`config.mk`:
```
export PLATFORM = sky130hd
export DESIGN_NAME = intr_status_agg
export DESIGN_NICKNAME = d
export VERILOG_FILES = /design/src/rtl/isr_pkg.sv /design/src/rtl/isr_sticky_reg.sv /design/src/rtl/isr_cfg_reg.sv /design/src/rtl/isr_irq_drv.sv /design/src/rtl/intr_status_agg.sv
export SDC_FILE = /design/constraint.sdc
export NUM_CORES = 1
export LEC_CHECK = 0
export ABC_AREA = 1
export ABC_CLOCK_PERIOD_IN_PS = 2300
export CORE_UTILIZATION = 30
export DETAILED_ROUTE_END_ITERATION = 6
export GPL_ROUTABILITY_DRIVEN = 0
export PLACE_DENSITY = 0.62
export SKIP_LAST_GASP = 1
export SYNTH_ARGS = -nofsm -noshare
export SYNTH_HDL_FRONTEND = slang
export SYNTH_SLANG_ARGS = --single-unit
```
`constraint.sdc`:
```
create_clock -name clk -period 2.3 [get_ports clk]
set_input_delay 0.69 -clock clk [delete_from_list [all_inputs] [get_ports clk]]
set_output_delay 0.69 -clock clk [all_outputs]
set_load 0.005 [all_outputs]
```
`src/rtl/isr_pkg.sv`:
```
package isr_pkg;
   // register addresses
   localparam int unsigned ADR_SUM  = 0;
   localparam int unsigned ADR_BUS0 = 1;
   localparam int unsigned ADR_BUS1 = 2;
   localparam int unsigned ADR_DMA  = 3;
   localparam int unsigned ADR_EN0  = 4;
   localparam int unsigned ADR_EN1  = 5;
   localparam int unsigned ADR_END  = 6;
   localparam int unsigned MIN_ADDR_W = 3;

   // summary bit positions
   localparam int unsigned SUM_DMA = 0;
   localparam int unsigned SUM_BUS = 1;
   localparam int unsigned SUM_OTF = 2;
   localparam int unsigned SUM_W   = 3;

   localparam int unsigned NUM_BUS_REGS = 2;
endpackage

```
`src/rtl/isr_sticky_reg.sv`:
```
module isr_sticky_reg #(
   parameter int unsigned W = 8
) (
   input  logic         clk,
   input  logic         rst_n,
   input  logic [W-1:0] set_i,
   input  logic [W-1:0] clr_mask_i,
   output logic [W-1:0] q_o
);
   logic [W-1:0] nxt;

   // a set in the same cycle as a clear wins
   always_comb nxt = (q_o & ~clr_mask_i) | set_i;

   always_ff @(posedge clk) begin
      if (!rst_n) q_o <= '0;
      else        q_o <= nxt;
   end


   hold_chk: assert property (@(posedge clk) disable iff (!rst_n)
      1'b1 |=> ((q_o & ($past(q_o) & ~$past(clr_mask_i))) == ($past(q_o) & ~$past(clr_mask_i))));

   set_kept_chk: assert property (@(posedge clk) disable iff (!rst_n)
      (|set_i) |=> ((q_o & $past(set_i)) == $past(set_i)));

   clr_done_chk: assert property (@(posedge clk) disable iff (!rst_n)
      (|clr_mask_i) |=> ((q_o & $past(clr_mask_i) & ~$past(set_i)) == '0));
endmodule

```
`src/rtl/isr_cfg_reg.sv`:
```
module isr_cfg_reg #(
   parameter int unsigned W = 8,
   parameter logic [W-1:0] RST_VAL = '1
) (
   input  logic         clk,
   input  logic         rst_n,
   input  logic         we_i,
   input  logic [W-1:0] d_i,
   output logic [W-1:0] q_o
);
   always_ff @(posedge clk) begin
      if (!rst_n)    q_o <= RST_VAL;
      else if (we_i) q_o <= d_i;
   end
endmodule

```
`src/rtl/isr_irq_drv.sv`:
```
module isr_irq_drv (
   input  logic clk,
   input  logic rst_n,
   input  logic pend_i,
   output logic irq_n_o
);
   always_ff @(posedge clk) begin
      if (!rst_n) irq_n_o <= 1'b1;
      else        irq_n_o <= ~pend_i;
   end
endmodule

```
`src/rtl/intr_status_agg.sv`:
```
module intr_status_agg
   import isr_pkg::*;
#(
   parameter int unsigned BUS_W  = 8,
   parameter int unsigned DMA_W  = 6,
   parameter int unsigned DATA_W = 8,
   parameter int unsigned ADDR_W = 3
) (
   input  logic              clk,
   input  logic              rst_n,
   input  logic [BUS_W-1:0]  bus_evt0_i,
   input  logic [BUS_W-1:0]  bus_evt1_i,
   input  logic [DMA_W-1:0]  dma_evt_i,
   input  logic              otf_evt_i,
   input  logic [ADDR_W-1:0] reg_addr_i,
   input  logic              reg_rd_i,
   input  logic              reg_wr_i,
   input  logic [DATA_W-1:0] reg_wdata_i,
   output logic [DATA_W-1:0] reg_rdata_o,
   output logic              irq_n_o
);
   localparam int unsigned WIDEST = (BUS_W > DMA_W) ? BUS_W : DMA_W;

   // elaboration-time parameter checks
   if (BUS_W < 1 || DMA_W < 1) begin : g_bad_w
      $error("detail widths must be at least one bit");
   end
   if (WIDEST > DATA_W || DATA_W < SUM_W) begin : g_bad_data
      $error("DATA_W too narrow for the registers it carries");
   end
   if (ADDR_W < MIN_ADDR_W) begin : g_bad_addr
      $error("ADDR_W too narrow for the register map");
   end

   logic [BUS_W-1:0] bus_evt [NUM_BUS_REGS];
   logic [BUS_W-1:0] bus_q   [NUM_BUS_REGS];
   logic [BUS_W-1:0] bus_en  [NUM_BUS_REGS];
   logic [NUM_BUS_REGS-1:0] bus_any;
   logic [DMA_W-1:0] dma_q, dma_en;
   logic otf_q, bus_pend, dma_pend, any_pend;

   function automatic logic hit(input logic [ADDR_W-1:0] a, input int unsigned r);
      return a == ADDR_W'(r);
   endfunction

   assign bus_evt[0] = bus_evt0_i;
   assign bus_evt[1] = bus_evt1_i;

   // bus detail and enable registers
   for (genvar i = 0; i < NUM_BUS_REGS; i++) begin : g_bus
      logic rd_hit, wr_en;
      assign rd_hit = reg_rd_i && hit(reg_addr_i, ADR_BUS0 + i);
      assign wr_en  = reg_wr_i && hit(reg_addr_i, ADR_EN0 + i);

      isr_sticky_reg #(.W(BUS_W)) u_det (
         .clk       (clk),
         .rst_n     (rst_n),
         .set_i     (bus_evt[i]),
         .clr_mask_i({BUS_W{rd_hit}}),
         .q_o       (bus_q[i])
      );
      isr_cfg_reg #(.W(BUS_W), .RST_VAL({BUS_W{1'b1}})) u_en (
         .clk  (clk),
         .rst_n(rst_n),
         .we_i (wr_en),
         .d_i  (reg_wdata_i[BUS_W-1:0]),
         .q_o  (bus_en[i])
      );
      assign bus_any[i] = |(bus_q[i] & bus_en[i]);
   end

   // DMA detail and enable
   logic dma_rd_hit;
   assign dma_rd_hit = reg_rd_i && hit(reg_addr_i, ADR_DMA);

   isr_sticky_reg #(.W(DMA_W)) u_dma_det (
      .clk       (clk),
      .rst_n     (rst_n),
      .set_i     (dma_evt_i),
      .clr_mask_i({DMA_W{dma_rd_hit}}),
      .q_o       (dma_q)
   );
   isr_cfg_reg #(.W(DMA_W), .RST_VAL({DMA_W{1'b1}})) u_dma_en (
      .clk  (clk),
      .rst_n(rst_n),
      .we_i (reg_wr_i && hit(reg_addr_i, ADR_END)),
      .d_i  (reg_wdata_i[DMA_W-1:0]),
      .q_o  (dma_en)
   );

   // on-the-fly flag, write-one-to-clear
   logic otf_clr;
   assign otf_clr = reg_wr_i && hit(reg_addr_i, ADR_SUM) && reg_wdata_i[SUM_OTF];

   isr_sticky_reg #(.W(1)) u_otf (
      .clk       (clk),
      .rst_n     (rst_n),
      .set_i     (otf_evt_i),
      .clr_mask_i(otf_clr),
      .q_o       (otf_q)
   );

   assign bus_pend = |bus_any;
   assign dma_pend = |(dma_q & dma_en);
   assign any_pend = otf_q | bus_pend | dma_pend;

   isr_irq_drv u_irq (
      .clk    (clk),
      .rst_n  (rst_n),
      .pend_i (any_pend),
      .irq_n_o(irq_n_o)
   );

   // read mux
   always_comb begin
      reg_rdata_o = '0;
      case (reg_addr_i)
         ADDR_W'(ADR_SUM): begin
            reg_rdata_o[SUM_DMA] = dma_pend;
            reg_rdata_o[SUM_BUS] = bus_pend;
            reg_rdata_o[SUM_OTF] = otf_q;
         end
         ADDR_W'(ADR_BUS0): reg_rdata_o[BUS_W-1:0] = bus_q[0];
         ADDR_W'(ADR_BUS1): reg_rdata_o[BUS_W-1:0] = bus_q[1];
         ADDR_W'(ADR_DMA):  reg_rdata_o[DMA_W-1:0] = dma_q;
         ADDR_W'(ADR_EN0):  reg_rdata_o[BUS_W-1:0] = bus_en[0];
         ADDR_W'(ADR_EN1):  reg_rdata_o[BUS_W-1:0] = bus_en[1];
         ADDR_W'(ADR_END):  reg_rdata_o[DMA_W-1:0] = dma_en;
         default:           reg_rdata_o = '0;
      endcase
   end


   otf_w1c_chk: assert property (@(posedge clk) disable iff (!rst_n)
      (otf_clr && !otf_evt_i) |=> !otf_q);

   otf_set_chk: assert property (@(posedge clk) disable iff (!rst_n)
      otf_evt_i |=> otf_q);

   irq_on_chk: assert property (@(posedge clk) disable iff (!rst_n)
      (otf_q || bus_pend || dma_pend) |=> !irq_n_o);

   irq_off_chk: assert property (@(posedge clk) disable iff (!rst_n)
      !(otf_q || bus_pend || dma_pend) |=> irq_n_o);
endmodule

```
==> results.json <==
{
  "cts_hold_buf": 0,
  "insertion_delay_ps": 300,
  "syn_inst": 313,
  "cts_root_buffer": "clkbuf_8",
  "final_core_util": 0.462,
  "drt_iter0_markers": 108,
  "slew_headroom": 0.786,
  "cp.arrival_ps": 1630,
  "clock_sinks": 46,
  "slowest_stage": "nor2_4",
  "status": "complete, but fails checks",
  "fill_cells": 682,
  "violations": "setup timing",
  "ys_seq_elements": 46,
  "synth_area_sq_um": 2110,
  "crit_required_ps": 1610,
  "fmax_mhz": 431,
  "clk_pin_slew_ps": 80,
  "cpPeakStageDelay_ps": 160,
  "synth_edf_count": 0,
  "r2r.worst_path.cells": 7,
  "synth_warnings": 0,
  "final_common_cell": "nand2_1",
  "final_area_sq_um": 3140,
  "whs_path_depth": 2,
  "ys_seq_area_frac": 0.437,
  "syn_nets": 351,
  "hold_viol": 0,
  "drtAntennaViolNets": 0,
  "ir_drop_v": 0.000282,
  "setup_viol": 3,
  "drv_slew": 0,
  "nets": 433,
  "min_from": "g_bus[1].u_en.q_o[3]",
  "leakage_nw": 1.52,
  "r2r-end": "u_irq.irq_n_o",
  "drv_cap": 0,
  "crit_fanout": 5,
  "grt_pass1_wl_mm": 10.7,
  "track_usage": 0.188,
  "crit_type": "primary input to output pin",
  "initial_core_util": 0.310,
  "yosysUniqueCellTypes": 19,
  "drive_gt1_frac": 0.220,
  "rsz0062_at_grt": "true",
  "synthFlopType": "dfxtp_1",
  "ys_async_sr_fraction": 0,
  "core-area_sq_um": 6790,
  "power_density_nw_per_um2": 539,
  "vias": 2304,
  "avgSynthCellArea_sq_um": 6.74,
  "fin_skew_ps": 2.14,
  "cts_tree": "built",
  "grt_max_degree": 24,
  "cts_buffer_depth": 2,
  "dr.pass1.iters": 4,
  "grt_antenna_before_repair": 0,
  "port_buffers": 46,
  "tns_ps": -30.6,
  "vias_per_cell": 4.69,
  "holdCritPathClass": "flop to flop",
  "grt_pass1_vias": 2265,
  "cp-end-kind": "output pin",
  "grt-ovfl-total": 0,
  "dieArea_sq_um": 7370,
  "die_w_um": 85.8,
  "numCtsBuffers": 5,
  "placed_area_sq_um": 2780,
  "r2r_setup_slack_ps": 1270,
  "worstPathCellList": "buf_8 -> buf_6 -> nor2_4 -> buf_12 -> buf_6 -> nand2_2 -> nand2_2 -> nor2_1 -> nand3_1 -> buf_2",
  "wl_per_cell_um": 13.3,
  "htreeDepth": 2,
  "syn_to_final_growth_pct": 48.8,
  "die_y_um": 85.8,
  "final.min_clock_period_ps": 2320,
  "hpwlAfterDp_mm": 4.63,
  "wl_mm": 6.53,
  "r2r-start": "g_bus[0].u_det.q_o[6]",
  "antenna_cells": 0,
  "drc": 0,
  "rows": 30,
  "worst_slew_pin_slew_ps": 320,
  "period_share": 1.01,
  "finalWorstSetupSlack_ps": -18.9,
  "mostFrequentLayoutCells": "nand2_1, dfxtp_1, nor2_1, clkdlybuf4s50_1, nand3_1",
  "startpoint_type": "primary input",
  "ios": 47,
  "hold_end": "g_bus[1].u_en.q_o[3]"
}
[worst max path at each step]
stage          cells after the start     startpoint             end
2_1_floorplan                      7  reg_addr_i[0]  reg_rdata_o[2]
3_3_place_gp                       7  reg_addr_i[0]  reg_rdata_o[2]
3_5_place_dp                       7  reg_addr_i[0]  reg_rdata_o[2]
4_1_cts                           10  reg_addr_i[2]  reg_rdata_o[2]
5_1_grt                            9  reg_addr_i[0]  reg_rdata_o[4]
6_report                          10  reg_addr_i[2]  reg_rdata_o[5]
[power breakdown]
part / switching, W / leakage, nW / internal (W) / total, W
Clock: 0.000263 / 0.0373 / 0.000209 / 0.000471
Combinational: 0.000163 / 1.10 / 0.000179 / 0.000342
Sequential: 0.0000385 / 0.381 / 0.000840 / 0.000879
Total: 0.000464 / 1.52 / 0.00123 / 0.00169
[through the flow]
| stage | setup WS [ps] | cells | hold WS, ps | total power (W) |
|---|---|---|---|---|
| 3_3_place_gp | -887 | 463 | 480 | 0.00120 |
| 2_1_floorplan | 174 | 313 | 463 | 0.00103 |
| 6_report | -18.9 | 491 | 500 | 0.00169 |
| 3_5_place_dp | -870 | 463 | 489 | 0.00120 |
| 4_1_cts | -94.5 | 493 | 502 | 0.00170 |
| 5_1_grt | -69.2 | 491 | 521 | 0.00178 |
[layer usage]
layer	track usage	vias to the layer above	wire [um]
met5	0	-	0
met4	0.0742	0	117
met3	0.0279	12	403
met2	0.321	76	3110
met1	0.237	1054	2900
li1	-	1162	-
[critical path: cells and delay by family]
| kind | cells | cell delay, ps |
|---|---|---|
| simple gates | 5 | 360 |
| buf+inv | 5 | 580 |
[sequential cells by signal, summed over array words and instances, names as in the netlist]
name / flops
g_bus.u_en.q_o: 16
g_bus.u_det.q_o: 16
u_otf.q_o: 1
u_dma_en.q_o: 6
u_irq.irq_n_o: 1
u_dma_det.q_o: 6
[logic make-up after synthesis]
| family | Yosys count | synth area share |
|---|---|---|
| buf+inv | 16 | 0.0350 |
| flops | 46 | 0.437 |
| simple gates | 224 | 0.464 |
| compound gates | 27 | 0.0641 |
[cell usage after synthesis (3+ instances only)]
cell / count / share of area
inv_1: 5 / 0.0089
nand2_2: 5 / 0.015
clkbuf_1: 4 / 0.0071
a21oi_1: 25 / 0.059
nand3_1: 27 / 0.064
nand2_1: 141 / 0.25
nand4_1: 5 / 0.015
nor2_1: 36 / 0.064
nand2_4: 3 / 0.016
dfxtp_1: 46 / 0.44
nor3_4: 3 / 0.023
[cell type report]
| class | count | area [sq um] | share of cell area |
|---|---|---|---|
| well taps | 96 | 120 | 0.0383 |
| multi-input cells | 251 | 1170 | 0.372 |
| inverters | 10 | 56.3 | 0.0179 |
| clock inverters | 1 | 7.51 | 0.00239 |
| flip-flops and latches | 46 | 921 | 0.294 |
| repair buffers | 81 | 793 | 0.253 |
| clock buffers | 6 | 72.6 | 0.0231 |
[what timing repair did]
action,in CTS,in global routing
gates cloned,1,0
buffers inserted,22,0
setup endpoints to repair,8,8
pin swaps,15,8
resized for setup,72,18
Note: power is estimated with default switching activity, not from simulation.
